[src/rtl/srf_pkg.sv]
package srf_pkg;

  typedef enum logic [2:0] {
    SRF_SHL = 3'd0,
    SRF_SAL = 3'd1,
    SRF_SHR = 3'd2,
    SRF_SAR = 3'd3,
    SRF_ROL = 3'd4,
    SRF_ROR = 3'd5,
    SRF_RCL = 3'd6,
    SRF_RCR = 3'd7
  } srf_op_e;

  typedef struct packed {
    logic cf;
    logic of;
    logic sf;
    logic zf;
    logic pf;
  } srf_flags_t;

endpackage

[src/rtl/srf_amount.sv]
module srf_amount #(
  parameter int CNT_W = 8,
  parameter int AMT_W = 5
) (
  input  logic             by_count,
  input  logic [CNT_W-1:0] count_reg,
  output logic [AMT_W-1:0] amt,
  output logic             amt_zero,
  output logic             amt_one
);
  // single position unless the count value is selected; count masked
  assign amt      = by_count ? count_reg[AMT_W-1:0] : AMT_W'(1);
  assign amt_zero = (amt == '0);
  assign amt_one  = (amt == AMT_W'(1));
endmodule

[src/rtl/srf_core.sv]
module srf_core
  import srf_pkg::*;
#(
  parameter int DATA_W = 16,
  parameter int AMT_W  = 5
) (
  input  srf_op_e           op,
  input  logic              word_mode,
  input  logic [DATA_W-1:0] operand,
  input  logic              carry_in,
  input  logic [AMT_W-1:0]  amt,
  output logic [DATA_W-1:0] res,
  output logic              cy
);
  localparam int HALF_W  = DATA_W / 2;
  localparam int MAX_AMT = (1 << AMT_W) - 1;
  localparam int IDX_W   = $clog2(DATA_W);

  function automatic logic [DATA_W-1:0] size_mask(input logic wm);
    return wm ? {DATA_W{1'b1}} : DATA_W'({HALF_W{1'b1}});
  endfunction

  // one position of any operation; returns {carry, data}
  function automatic logic [DATA_W:0] step(input srf_op_e o, input logic wm,
                                           input logic [DATA_W-1:0] d, input logic c);
    logic [IDX_W-1:0]  top;
    logic [DATA_W-1:0] nd;
    logic              nc;
    top = wm ? IDX_W'(DATA_W-1) : IDX_W'(HALF_W-1);
    nd  = d;
    nc  = c;
    case (o)
      SRF_SHL, SRF_SAL: begin nc = d[top]; nd = d << 1; end
      SRF_SHR:          begin nc = d[0];   nd = d >> 1; end
      SRF_SAR:          begin nc = d[0];   nd = d >> 1; nd[top] = d[top]; end
      SRF_ROL:          begin nc = d[top]; nd = d << 1; nd[0]   = d[top]; end
      SRF_ROR:          begin nc = d[0];   nd = d >> 1; nd[top] = d[0];   end
      SRF_RCL:          begin nc = d[top]; nd = d << 1; nd[0]   = c;      end
      SRF_RCR:          begin nc = d[0];   nd = d >> 1; nd[top] = c;      end
      default:          begin nc = c;      nd = d; end
    endcase
    return {nc, nd & size_mask(wm)};
  endfunction

  logic [DATA_W:0] chain [0:MAX_AMT];

  assign chain[0] = {carry_in, operand & size_mask(word_mode)};

  for (genvar gi = 0; gi < MAX_AMT; gi++) begin : g_stage
    assign chain[gi+1] = (AMT_W'(gi) < amt)
                       ? step(op, word_mode, chain[gi][DATA_W-1:0], chain[gi][DATA_W])
                       : chain[gi];
  end

  assign res = chain[MAX_AMT][DATA_W-1:0];
  assign cy  = chain[MAX_AMT][DATA_W];
endmodule

[src/rtl/srf_flags.sv]
module srf_flags #(
  parameter int DATA_W = 16
) (
  input  logic              word_mode,
  input  logic [DATA_W-1:0] src,
  input  logic [DATA_W-1:0] res,
  output logic              sign_v,
  output logic              zero_v,
  output logic              par_v,
  output logic              sign_flip
);
  localparam int HALF_W = DATA_W / 2;

  function automatic logic top_bit(input logic wm, input logic [DATA_W-1:0] v);
    return wm ? v[DATA_W-1] : v[HALF_W-1];
  endfunction

  function automatic logic even_ones(input logic [7:0] v);
    return ~(^v);
  endfunction

  assign sign_v    = top_bit(word_mode, res);
  assign zero_v    = (res == '0);
  assign par_v     = even_ones(res[7:0]);
  assign sign_flip = top_bit(word_mode, res) ^ top_bit(word_mode, src);
endmodule

[src/rtl/srf_unit.sv]
module srf_unit
  import srf_pkg::*;
#(
  parameter int DATA_W = 16,
  parameter int CNT_W  = 8,
  parameter int AMT_W  = 5
) (
  input  logic              clk,
  input  logic              rst_n,
  input  logic              go,
  input  logic [2:0]        opcode,
  input  logic              word_mode,
  input  logic              by_count,
  input  logic [CNT_W-1:0]  count_reg,
  input  logic [DATA_W-1:0] operand,
  input  logic              carry_in,
  output logic [DATA_W-1:0] result,
  output logic              cf,
  output logic              of,
  output logic              sf,
  output logic              zf,
  output logic              pf
);
  localparam int HALF_W = DATA_W / 2;

  logic [AMT_W-1:0]  amt;
  logic              amt_zero, amt_one;
  logic [DATA_W-1:0] core_res, src_masked;
  logic              core_cy;
  logic              sign_v, zero_v, par_v, sign_flip;
  srf_flags_t        flg_q;

  assign src_masked = word_mode ? operand : DATA_W'(operand[HALF_W-1:0]);

  srf_amount #(.CNT_W(CNT_W), .AMT_W(AMT_W)) u_amount (
    .by_count (by_count),
    .count_reg(count_reg),
    .amt      (amt),
    .amt_zero (amt_zero),
    .amt_one  (amt_one)
  );

  srf_core #(.DATA_W(DATA_W), .AMT_W(AMT_W)) u_core (
    .op       (srf_op_e'(opcode)),
    .word_mode(word_mode),
    .operand  (operand),
    .carry_in (carry_in),
    .amt      (amt),
    .res      (core_res),
    .cy       (core_cy)
  );

  srf_flags #(.DATA_W(DATA_W)) u_flags (
    .word_mode(word_mode),
    .src      (src_masked),
    .res      (core_res),
    .sign_v   (sign_v),
    .zero_v   (zero_v),
    .par_v    (par_v),
    .sign_flip(sign_flip)
  );

  always_ff @(posedge clk or negedge rst_n) begin
    if (!rst_n) begin
      result <= '0;
      flg_q  <= '0;
    end else if (go) begin
      if (amt_zero) begin
        result <= src_masked;
      end else begin
        result   <= core_res;
        flg_q.cf <= core_cy;
        flg_q.sf <= sign_v;
        flg_q.zf <= zero_v;
        flg_q.pf <= par_v;
        if (amt_one) flg_q.of <= sign_flip;
      end
    end
  end

  assign cf = flg_q.cf;
  assign of = flg_q.of;
  assign sf = flg_q.sf;
  assign zf = flg_q.zf;
  assign pf = flg_q.pf;

  // zero amount keeps flags and passes operand
  a_r10_zero_amount_holds: assert property (@(posedge clk) disable iff (!rst_n)
    go && amt_zero |=> $stable(cf) && $stable(of) && $stable(sf) && $stable(zf) && $stable(pf)
                       && result == $past(src_masked));

  // overflow retained for amounts above one
  a_r8_of_kept: assert property (@(posedge clk) disable iff (!rst_n)
    go && !amt_zero && !amt_one |=> $stable(of));

  // single position overflow reflects a sign change
  a_r8_of_single: assert property (@(posedge clk) disable iff (!rst_n)
    go && amt_one |=> of == ((word_mode ? result[DATA_W-1] : result[HALF_W-1])
                             ^ $past(word_mode ? operand[DATA_W-1] : operand[HALF_W-1])));

  // zero and parity agree with the registered result
  a_r9_zero_parity: assert property (@(posedge clk) disable iff (!rst_n)
    go && !amt_zero |=> zf == (result == '0) && pf == ~(^result[7:0]));

  // byte mode clears the upper half
  a_r11_byte_upper: assert property (@(posedge clk) disable iff (!rst_n)
    go && !word_mode |=> result[DATA_W-1:HALF_W] == '0);

  // no request, no change
  a_r12_idle_hold: assert property (@(posedge clk) disable iff (!rst_n)
    !go |=> $stable(result) && $stable(flg_q));
endmodule

[config.mk]
export PLATFORM = sky130hd
export DESIGN_NAME = srf_unit
export DESIGN_NICKNAME = d
export VERILOG_FILES = /design/src/rtl/srf_pkg.sv /design/src/rtl/srf_amount.sv /design/src/rtl/srf_core.sv /design/src/rtl/srf_flags.sv /design/src/rtl/srf_unit.sv
export SDC_FILE = /design/constraint.sdc
export NUM_CORES = 1
export LEC_CHECK = 0
export ABC_AREA = 1
export BUFFER_PORTS_ARGS = -buffer_cell sky130_fd_sc_hd__buf_2
export CORE_MARGIN = 2
export CORE_UTILIZATION = 66
export DETAILED_ROUTE_END_ITERATION = 10
export PLACE_DENSITY = 0.95
export SLEW_MARGIN = 0
export SYNTH_ARGS = -nofsm -noshare
export SYNTH_HDL_FRONTEND = slang
export SYNTH_HIERARCHICAL = 1
export SYNTH_SLANG_ARGS = --single-unit
[constraint.sdc]
create_clock -name clk -period 0.8 [get_ports clk]
set_input_delay 0.08 -clock clk [delete_from_list [all_inputs] [get_ports clk]]
set_output_delay 0.08 -clock clk [all_outputs]
set_load 0.01 [all_outputs]
==> results.sh, run 1 <==
export IMPL_largest_net_degree_at_the_start_of_global_routing=114
export IMPL_die_w_um=156
export IMPL_buffer_ports_inserted=50
export IMPL_most_used_flip_flop_cell_after_synthesis="dfrtp_1"
export IMPL_synth_xor_xnor_area_share_pct=0.114
export IMPL_synth_area_mux_share_pct=0.0653
export IMPL_ios=54
export IMPL_synth_lib_cells_used_distinct=54
export IMPL_largest_family_of_logic_cells_by_synthesized_area="simple AND/OR/NAND/NOR gates"
export IMPL_post_synth_and_or_nand_nor_area_fraction_pct=48.4
export IMPL_gp_routability_congestion=1.15
export IMPL_asyncSetResetFlopFracSynth_pct=100
export IMPL_synth_enable_flop_cells=0
export IMPL_die_y_um=156
export IMPL_synth_compound_area_share_pct=33.2
export IMPL_cts_sink_count=21
export IMPL_htree_levels=1
export IMPL_synth_area_top_cells="nand2_1 24%, nand3_1 11%, o21ai_0 9.8%"
export IMPL_netlist_instances=3117
export IMPL_stop_stage="global routing"
export IMPL_hpwl_um=62600
export IMPL_proportion_of_synthesized_chip_area_in_sequential_cells_pct=3.43
export IMPL_grt_pass1_vias=36800
export IMPL_synth_adder_area_share_pct=0.326
export IMPL_error_line="[ERROR GRT-0116] Global routing finished with congestion. Check the congestion regions in the DRC Viewer."
export IMPL_floorplan_rows=55
export IMPL_numCtsBuffers=3
export IMPL_synthesis_area_per_instance_um2=4.92
export IMPL_status="stopped before the end"
export IMPL_ys_warn_count=6
export IMPL_cts_path_max_buffers=2
export IMPL_ys_seq_elements=21
export IMPL_initial_core_util_pct=67.5
export IMPL_synthDominantCellAreaShare_pct=24.2
export IMPL_postSynthNetCount=3154
export IMPL_global_route_wire_length_before_repair_um=209000
export IMPL_grt_util_all_layers_pct=108
export IMPL_synth_area_leader_cell="nand2_1"
export IMPL_synth_cell_area_mm2=0.0153
export IMPL_clockRootBuffer="clkbuf_16"
export IMPL_globalRoute_totalOverflow=2364
## repair_timing
action | CTS
cloned | 1
pin swaps | 244
resized for setup | 464
setup buffers | 98
hold endpoints to repair | 21
endpoints found under the setup margin | 42
hold buffers | 1
## per-layer routing
layer | overflow | GRT usage [%]
met1 | 147 | 97.1
met2 | 1467 | 130
met3 | 179 | 91.9
met4 | 541 | 121
met5 | 30 | 83.0
## kinds of logic after synthesis
family,Yosys count
simple gates,1713
compound gates,889
buf+inv,487
flops,21
fa+ha+maj,4
xor+xnor,2
mux,1
## synth_stat cells (46+ instances only)
cell type,number
nand2_2,46
o21ai_0,301
buf_2,87
o21ai_1,173
clkbuf_1,46
inv_1,243
a21oi_1,164
buf_4,48
o211ai_1,137
nor2_1,219
nand2_1,989
nand3_1,348
## stage by stage
step	setup TNS (ns)	std cells	setup WS (ns)	area, um2	hold WS [ns]
after CTS	-262.55	3891	-12.88	21600	0.193
after detailed placement	-288.05	3791	-14.40	19200	0.0584
after global placement	-242.38	3791	-12.04	19200	0.0404
after floorplan	-189.60	3117	-9.60	15500	-0.216
==> run 2: changes to the inputs <==
Settings changed: CORE_UTILIZATION 66 to 40, PLACE_DENSITY 0.95 to not set, PLACE_DENSITY_LB_ADDON set to 0.15.
==> run 2 against run 1 <==
  * The flow now finishes, with violations (negative setup slack)
  * Synthesized area unchanged
  * Synthesized cell count did not move
==> results.sh, run 2 <==
export IMPL_max_slew_margin_rel_pct=11.0
export IMPL_critical_path_slowest_cell="o211ai_1"
export IMPL_setup_viol=42
export IMPL_cts_sink_count=21
export IMPL_cp_arrival_ns=13.72
export IMPL_powerDensity_mw_per_mm2=1260
export IMPL_max_cap_violations=0
export IMPL_finalWirelength_um=70400
export IMPL_dp_cells=4075
export IMPL_synthesis_area_per_instance_um2=4.92
export IMPL_finalWorstSetupSlack_ns=-12.73
export IMPL_cts_tree="built"
export IMPL_global_route_wire_length_before_repair_um=109000
export IMPL_power_share_sequential_pct=4.9
export IMPL_worst_hold_path_type="input pin to flop"
export IMPL_power_switching_share_pct=53.6
export IMPL_grt_util_all_layers_pct=32.6
export IMPL_areaGrowthSynthToFinish_pct=53.0
export IMPL_crit_fanout=7
export IMPL_timing_critical_path_slowest_cell_delay_ns=0.23
export IMPL_ys_seq_elements=21
export IMPL_final_period_demand_of_the_worst_path_ns=13.53
export IMPL_pwr_share_clk_pct=3.6
export IMPL_grt_pass1_vias=22200
export IMPL_hpwl_um=48800
export IMPL_hold_viol=0
export IMPL_total_switching_power_w=0.0158
export IMPL_rsz_0062_raised_after_global_routing="true"
export IMPL_drv_slew=0
export IMPL_numCtsBuffers=3
export IMPL_htree_levels=1
export IMPL_worst_skew_pair_late_latency_ns=0.25
export IMPL_die_w_um=200
export IMPL_crit_type="input pin to flop"
export IMPL_timing_final_crit_share_pct=1690
export IMPL_iteration_0_drc_count_of_the_detailed_router=2544
export IMPL_layout_nets=3740
export IMPL_synth_lib_cells_used_distinct=54
export IMPL_critical_path_most_common_cell="nand3_2"
export IMPL_die_area_mm2=0.0399
export IMPL_synth_common_cells="989 x nand2_1, 348 x nand3_1, 301 x o21ai_0"
export IMPL_die_y_um=200
export IMPL_gp_routability_congestion=0.981
export IMPL_netlist_instances=3117
export IMPL_drt_wirelength_per_cell_um=16.7
export IMPL_synth_area_top_cells="nand2_1 24%, nand3_1 11%, o21ai_0 9.8%"
export IMPL_critical_path_required_ns=0.99
export IMPL_synth_area_leader_cell="nand2_1"
export IMPL_synth_enable_flop_cells=0
export IMPL_largest_register_ffs=16
export IMPL_cell_class_contributing_the_biggest_share_of_worst_path_delay="simple AND/OR/NAND/NOR gates"
export IMPL_cts_clk_slew_worst_paths_ns=0.06
export IMPL_proportion_of_synthesized_chip_area_in_sequential_cells_pct=3.43
export IMPL_asyncSetResetFlopFracSynth_pct=100
export IMPL_layout_common_cells="861 x nand2_1, 703 x buf_4, 219 x inv_1, 210 x o21ai_1, 200 x nor2_1"
export IMPL_antenna_found_initial=0
export IMPL_total_power_w=0.0294
export IMPL_core_area_mm2=0.0377
export IMPL_violations="negative setup slack"
export IMPL_postSynthNetCount=3154
export IMPL_achievable_clock_frequency_ghz=0.0739
export IMPL_status="complete, but fails checks"
export IMPL_synth_cell_area_mm2=0.0153
export IMPL_detailroute_via_count=24300
export IMPL_largest_net_degree_at_the_start_of_global_routing=186
export IMPL_clockRootBuffer="clkbuf_16"
export IMPL_p_leak_nw=11.6
export IMPL_ios=54
export IMPL_most_used_flip_flop_cell_after_synthesis="dfrtp_1"
export IMPL_final_instance_count_excl_fill=4213
export IMPL_drt_pass1_iterations=9
export IMPL_share_comb_of_total_power_pct=91.5
export IMPL_floorplan_rows=71
export IMPL_filler_cell_count=3611
export IMPL_critPathLaunchType="input pin"
export IMPL_final_layout_size_suffix_gt1_share_pct=39.4
export IMPL_endpoint_kind="flop"
export IMPL_synthDominantCellAreaShare_pct=24.2
export IMPL_via_per_inst=5.77
export IMPL_cts_path_max_buffers=2
export IMPL_globalRoute_totalOverflow=0
export IMPL_final_common_cell="nand2_1"
export IMPL_worst_ir_drop_on_vdd_mv=1.37
export IMPL_initial_core_util_pct=40.7
export IMPL_yosys_cell_count_top_type="nand2_1"
export IMPL_detail_route_drc_violations=0
export IMPL_antenna_left=0
export IMPL_buffer_ports_inserted=50
export IMPL_worstMarginPinSlew_ns=1.34
export IMPL_registers_top_by_ff_count="result"
export IMPL_ys_warn_count=6
export IMPL_n_diodes=0
export IMPL_skew_ns=0
export IMPL_critical_path_buf_inv_count=13
export IMPL_power_internal_w=0.0137
[run 2: cell counts after synthesis]
Identical to the previous run, type by type.
[run 2: final cells by class]
type                            count  area [um2]  share of cell area (%)
Timing Repair Buffer              791        6060                    25.8
Clock buffer                        3        75.1                   0.320
Tap cell                          511         639                    2.73
Clock inverter                      1        5.00                  0.0213
Inverter                          277        1060                    4.53
Multi-Input combinational cell   2609       15100                    64.3
Sequential cell                    21         526                    2.24
[run 2: through the flow]
stage | cell area, um2 | hold slack, ns | setup WS [ns] | util (%) | setup TNS [ns]
after floorplan | 15500 | -0.216 | -9.60 | - | -189.60
after global placement | 19900 | 0.0600 | -12.77 | 52.8 | -259.40
after detailed placement | 19900 | 0.0627 | -12.87 | 52.8 | -261.80
after CTS | 21600 | 0.225 | -11.90 | 57.4 | -244.09
after global routing | 23500 | 0.256 | -13.65 | 62.3 | -279.19
final | 23500 | 0.232 | -12.73 | 62.3 | -259.61
[run 2: cell families after synthesis]
group / share of synthesized area (%)
AO/OA/AOI/OAI: 33.2
XOR/XNOR: 0.114
adder cells (fa/ha/maj): 0.326
buffers and inverters: 14.5
flip-flops: 3.43
multiplexers: 0.0653
AND/OR/NAND/NOR: 48.4
[run 2: power by group through the flow]
stage               Combinational (W)  Clock (W)  Sequential [W]
finish                         0.0269    0.00106         0.00145
global route                   0.0292    0.00113         0.00147
CTS                            0.0236    0.00108         0.00144
detailed placement             0.0213          0         0.00145
global placement               0.0211          0         0.00145
floorplan                      0.0125          0         0.00154
[run 2: worst paths after layout]
kind / startpoint / cells after the start / slack (ns) / endpoint
min reg2reg: result[6]$_DFFE_PN0P_ / 2 / 0.49 / result[6]$_DFFE_PN0P_
min: operand[4] / 4 / 0.23 / result[4]$_DFFE_PN0P_
max reg2reg: result[13]$_DFFE_PN0P_ / 3 / 0.04 / result[13]$_DFFE_PN0P_
max in group asynchronous: rst_n / 2 / 0.16 / pf$_DFFE_PN0P_
max: by_count / 130 / -12.73 / pf$_DFFE_PN0P_
min in group asynchronous: rst_n / 2 / 0.32 / result[12]$_DFFE_PN0P_
[run 2: layer usage]
layer / up-vias / track usage [%] / wire, um / part of all wire (%)
li1: 11700 / - / - / -
met1: 11200 / 41.4 / 28500 / 41
met2: 1109 / 56.5 / 33000 / 47
met3: 288 / 3.13 / 5290 / 7.5
met4: 0 / 13.3 / 3530 / 5.0
met5: - / 0 / 0 / 0
[run 2: timing repair]
action                     in CTS  in global routing
hold buffers                    1                  0
pin swaps                     127                266
gates cloned                    1                  0
buffers inserted               71                 66
resized for setup             316                402
hold endpoints to repair       21                  0
setup endpoints to repair      42                 42
[run 2: tightest hold or removal path, stage by stage]
cell and delay, ns:
buf_2 0.11, buf_4 0.10, nand3_1 0.07, nand3_1 0.08
Power figures use the tool's default switching activity.
==> run 3: changes to the inputs <==
Settings changed: CORE_ASPECT_RATIO set to 0.8.
==> run 3 against run 2 <==
  * The flow still finishes with violations (negative setup slack)
  * Via count decreased by 1.0%
  * Total power decreased by 4.1%
  * Sequential share of layout area grew 0.084 points
  * First-iteration DRC count grew 1.4%
  * Setup slack lost 0.027 ns
  * Critical path depth down 6
  * Hold slack worse by 0.11 ns
  * Largest power group unchanged
==> results.sh, run 3 (synthesized netlist as in run 2, its figures left out) <==
export IMPL_cp_arrival_ns=13.70
export IMPL_r2r_worst_path_cells=3
export IMPL_detailroute_via_count=24100
export IMPL_power_internal_w=0.0129
export IMPL_global_route_wire_length_before_repair_um=109000
export IMPL_final_instance_count_excl_fill=4175
export IMPL_share_comb_of_total_power_pct=91.0
export IMPL_core_area_mm2=0.0380
export IMPL_crit_fanout=8
export IMPL_globalRoute_totalOverflow=0
export IMPL_cts_path_max_buffers=2
export IMPL_hold_path_end="result[4]$_DFFE_PN0P_"
export IMPL_total_power_w=0.0282
export IMPL_critPathLaunchType="input pin"
export IMPL_hold_viol=0
export IMPL_achievable_clock_frequency_ghz=0.0738
export IMPL_rr_endpoint="result[9]$_DFFE_PN0P_"
export IMPL_p_leak_nw=11.3
export IMPL_worst_skew_pair_late_latency_ns=0.26
export IMPL_die_y_um=179
export IMPL_areaGrowthSynthToFinish_pct=47.5
export IMPL_crit_type="input pin to flop"
export IMPL_drv_slew=0
export IMPL_finalWirelength_um=70700
export IMPL_final_common_cell="nand2_1"
export IMPL_iteration_0_drc_count_of_the_detailed_router=2580
export IMPL_cell_class_contributing_the_biggest_share_of_worst_path_delay="simple AND/OR/NAND/NOR gates"
export IMPL_pwr_share_clk_pct=3.9
export IMPL_floorplan_rows=64
export IMPL_skew_ns=0
export IMPL_antenna_found_initial=2
export IMPL_violations="negative setup slack"
export IMPL_antenna_left=0
export IMPL_rsz_0062_raised_after_global_routing="true"
export IMPL_power_switching_share_pct=54.2
export IMPL_max_cap_violations=0
export IMPL_power_share_sequential_pct=5.1
export IMPL_numCtsBuffers=3
export IMPL_powerDensity_mw_per_mm2=1250
export IMPL_worstMarginPinSlew_ns=1.24
export IMPL_fin_util_pct=59.4
export IMPL_cts_sink_count=21
export IMPL_regToRegSetupSlack_ns=0.02
export IMPL_total_switching_power_w=0.0153
export IMPL_dp_cells=4076
export IMPL_buffer_ports_inserted=50
export IMPL_critical_path_cell_count=124
export IMPL_drt_wirelength_per_cell_um=16.9
export IMPL_worst_hold_path_type="input pin to flop"
export IMPL_largest_net_degree_at_the_start_of_global_routing=176
export IMPL_layout_nets=3717
export IMPL_timing_critical_path_slowest_cell_delay_ns=0.29
export IMPL_critical_path_required_ns=0.95
export IMPL_critical_path_buf_inv_count=24
export IMPL_timing_final_crit_share_pct=1690
export IMPL_filler_cell_count=3726
export IMPL_drt_pass1_iterations=6
export IMPL_cts_tree="built"
export IMPL_die_area_mm2=0.0399
export IMPL_gp_routability_congestion=0.969
export IMPL_grt_pass1_vias=21500
export IMPL_hold_path_cell_count=3
export IMPL_worst_ir_drop_on_vdd_mv=1.07
export IMPL_registers_top_by_ff_count="result"
export IMPL_htree_levels=1
export IMPL_final_period_demand_of_the_worst_path_ns=13.55
export IMPL_hpwl_um=51200
export IMPL_initial_core_util_pct=40.3
export IMPL_layout_common_cells="899 x nand2_1, 701 x buf_4, 235 x nand3_1, 220 x inv_1, 207 x o21ai_0"
export IMPL_finalWorstSetupSlack_ns=-12.75
export IMPL_ios=54
export IMPL_detail_route_drc_violations=0
export IMPL_r2r_start="result[9]$_DFFE_PN0P_"
export IMPL_die_w_um=223
export IMPL_max_slew_margin_rel_pct=17.4
export IMPL_final_layout_size_suffix_gt1_share_pct=35.8
export IMPL_endpoint_kind="flop"
export IMPL_min_from="operand[4]"
export IMPL_clockRootBuffer="clkbuf_16"
export IMPL_largest_register_ffs=16
export IMPL_status="complete, but fails checks"
export IMPL_via_per_inst=5.77
export IMPL_grt_util_all_layers_pct=32.8
export IMPL_place_worst_setup_slack_ns=-12.92
export IMPL_cts_clk_slew_worst_paths_ns=0.06
export IMPL_critical_path_most_common_cell="nand2_2"
export IMPL_critical_path_slowest_cell="o21a_2"
export IMPL_crit_start="count_reg[0]"
export IMPL_setup_viol=42
[run 3: changes by cell type in the layout (fill, tap and decap cells not counted), moves of 8 or more]
cell,delta
a21oi_1,+15
a21oi_2,-16
buf_6,-17
nand2_1,+38
nand2_2,-26
nand2_4,-11
nand3_1,+49
nand3_2,-35
nand3_4,-14
nor2_1,-8
o21ai_0,+47
o21ai_1,-24
o21ai_2,-24
[run 3: metrics by stage]
step           cell area (um2)  setup TNS, ns  hold WS, ns
3_3_place_gp             20000        -257.06       0.0611
5_1_grt                  22600        -282.96        0.149
6_report                 22600        -260.27        0.124
3_5_place_dp             20000        -261.79       0.0653
4_1_cts                  21000        -245.71        0.124
2_1_floorplan            15500        -189.60       -0.216
[run 3: power by group through the flow]
stage | logic, W | registers, W | clock network [W]
5_1_grt | 0.0279 | 0.00148 | 0.00116
3_3_place_gp | 0.0212 | 0.00146 | 0
4_1_cts | 0.0228 | 0.00143 | 0.00112
2_1_floorplan | 0.0125 | 0.00154 | 0
6_report | 0.0257 | 0.00145 | 0.00110
3_5_place_dp | 0.0215 | 0.00145 | 0
[run 3: repair_timing]
| item | 4_1_cts | 5_1_grt |
|---|---|---|
| endpoints found under the setup margin | 42 | 42 |
| gates resized for setup | 170 | 346 |
| pin swaps | 82 | 251 |
| cloned | 0 | 1 |
| hold buffers | 1 | 0 |
| hold endpoints to repair | 21 | 0 |
| buffers inserted | 43 | 55 |
[run 3: layout make-up]
class                           count  area [um2]  share of cell area [%]
Tap cell                          495         619                    2.74
Multi-Input combinational cell   2609       14500                    63.9
Timing Repair Buffer              768        5870                    25.9
Antenna cell                        1        2.50                  0.0111
Sequential cell                    21         526                    2.32
Inverter                          277        1060                    4.69
Clock inverter                      1        7.51                  0.0332
Clock buffer                        3        75.1                   0.332
[run 3: worst reg2reg max path, stage by stage, from the launching register on]
cell	delay, ns
dfrtp_1	0.39
buf_4	0.14
nand2_1	0.05
nand3_1	0.07
[run 3: worst max-delay path by stage]
stage / to / slack [ns]
floorplan: pf$_DFFE_PN0P_ / -9.60
global placement: pf$_DFFE_PN0P_ / -12.68
detailed placement: pf$_DFFE_PN0P_ / -12.92
CTS: pf$_DFFE_PN0P_ / -12.02
global route: pf$_DFFE_PN0P_ / -13.82
finish: pf$_DFFE_PN0P_ / -12.75
[run 3: routing by layer]
| metal | up-vias | global-route usage (%) | wire length (um) |
|---|---|---|---|
| li1 | 11700 | - | - |
| met2 | 1156 | 54.3 | 31800 |
| met4 | 2 | 8.42 | 1910 |
| met5 | - | 0 | 13 |
| met3 | 154 | 2.84 | 5780 |
| met1 | 11100 | 45.8 | 31200 |
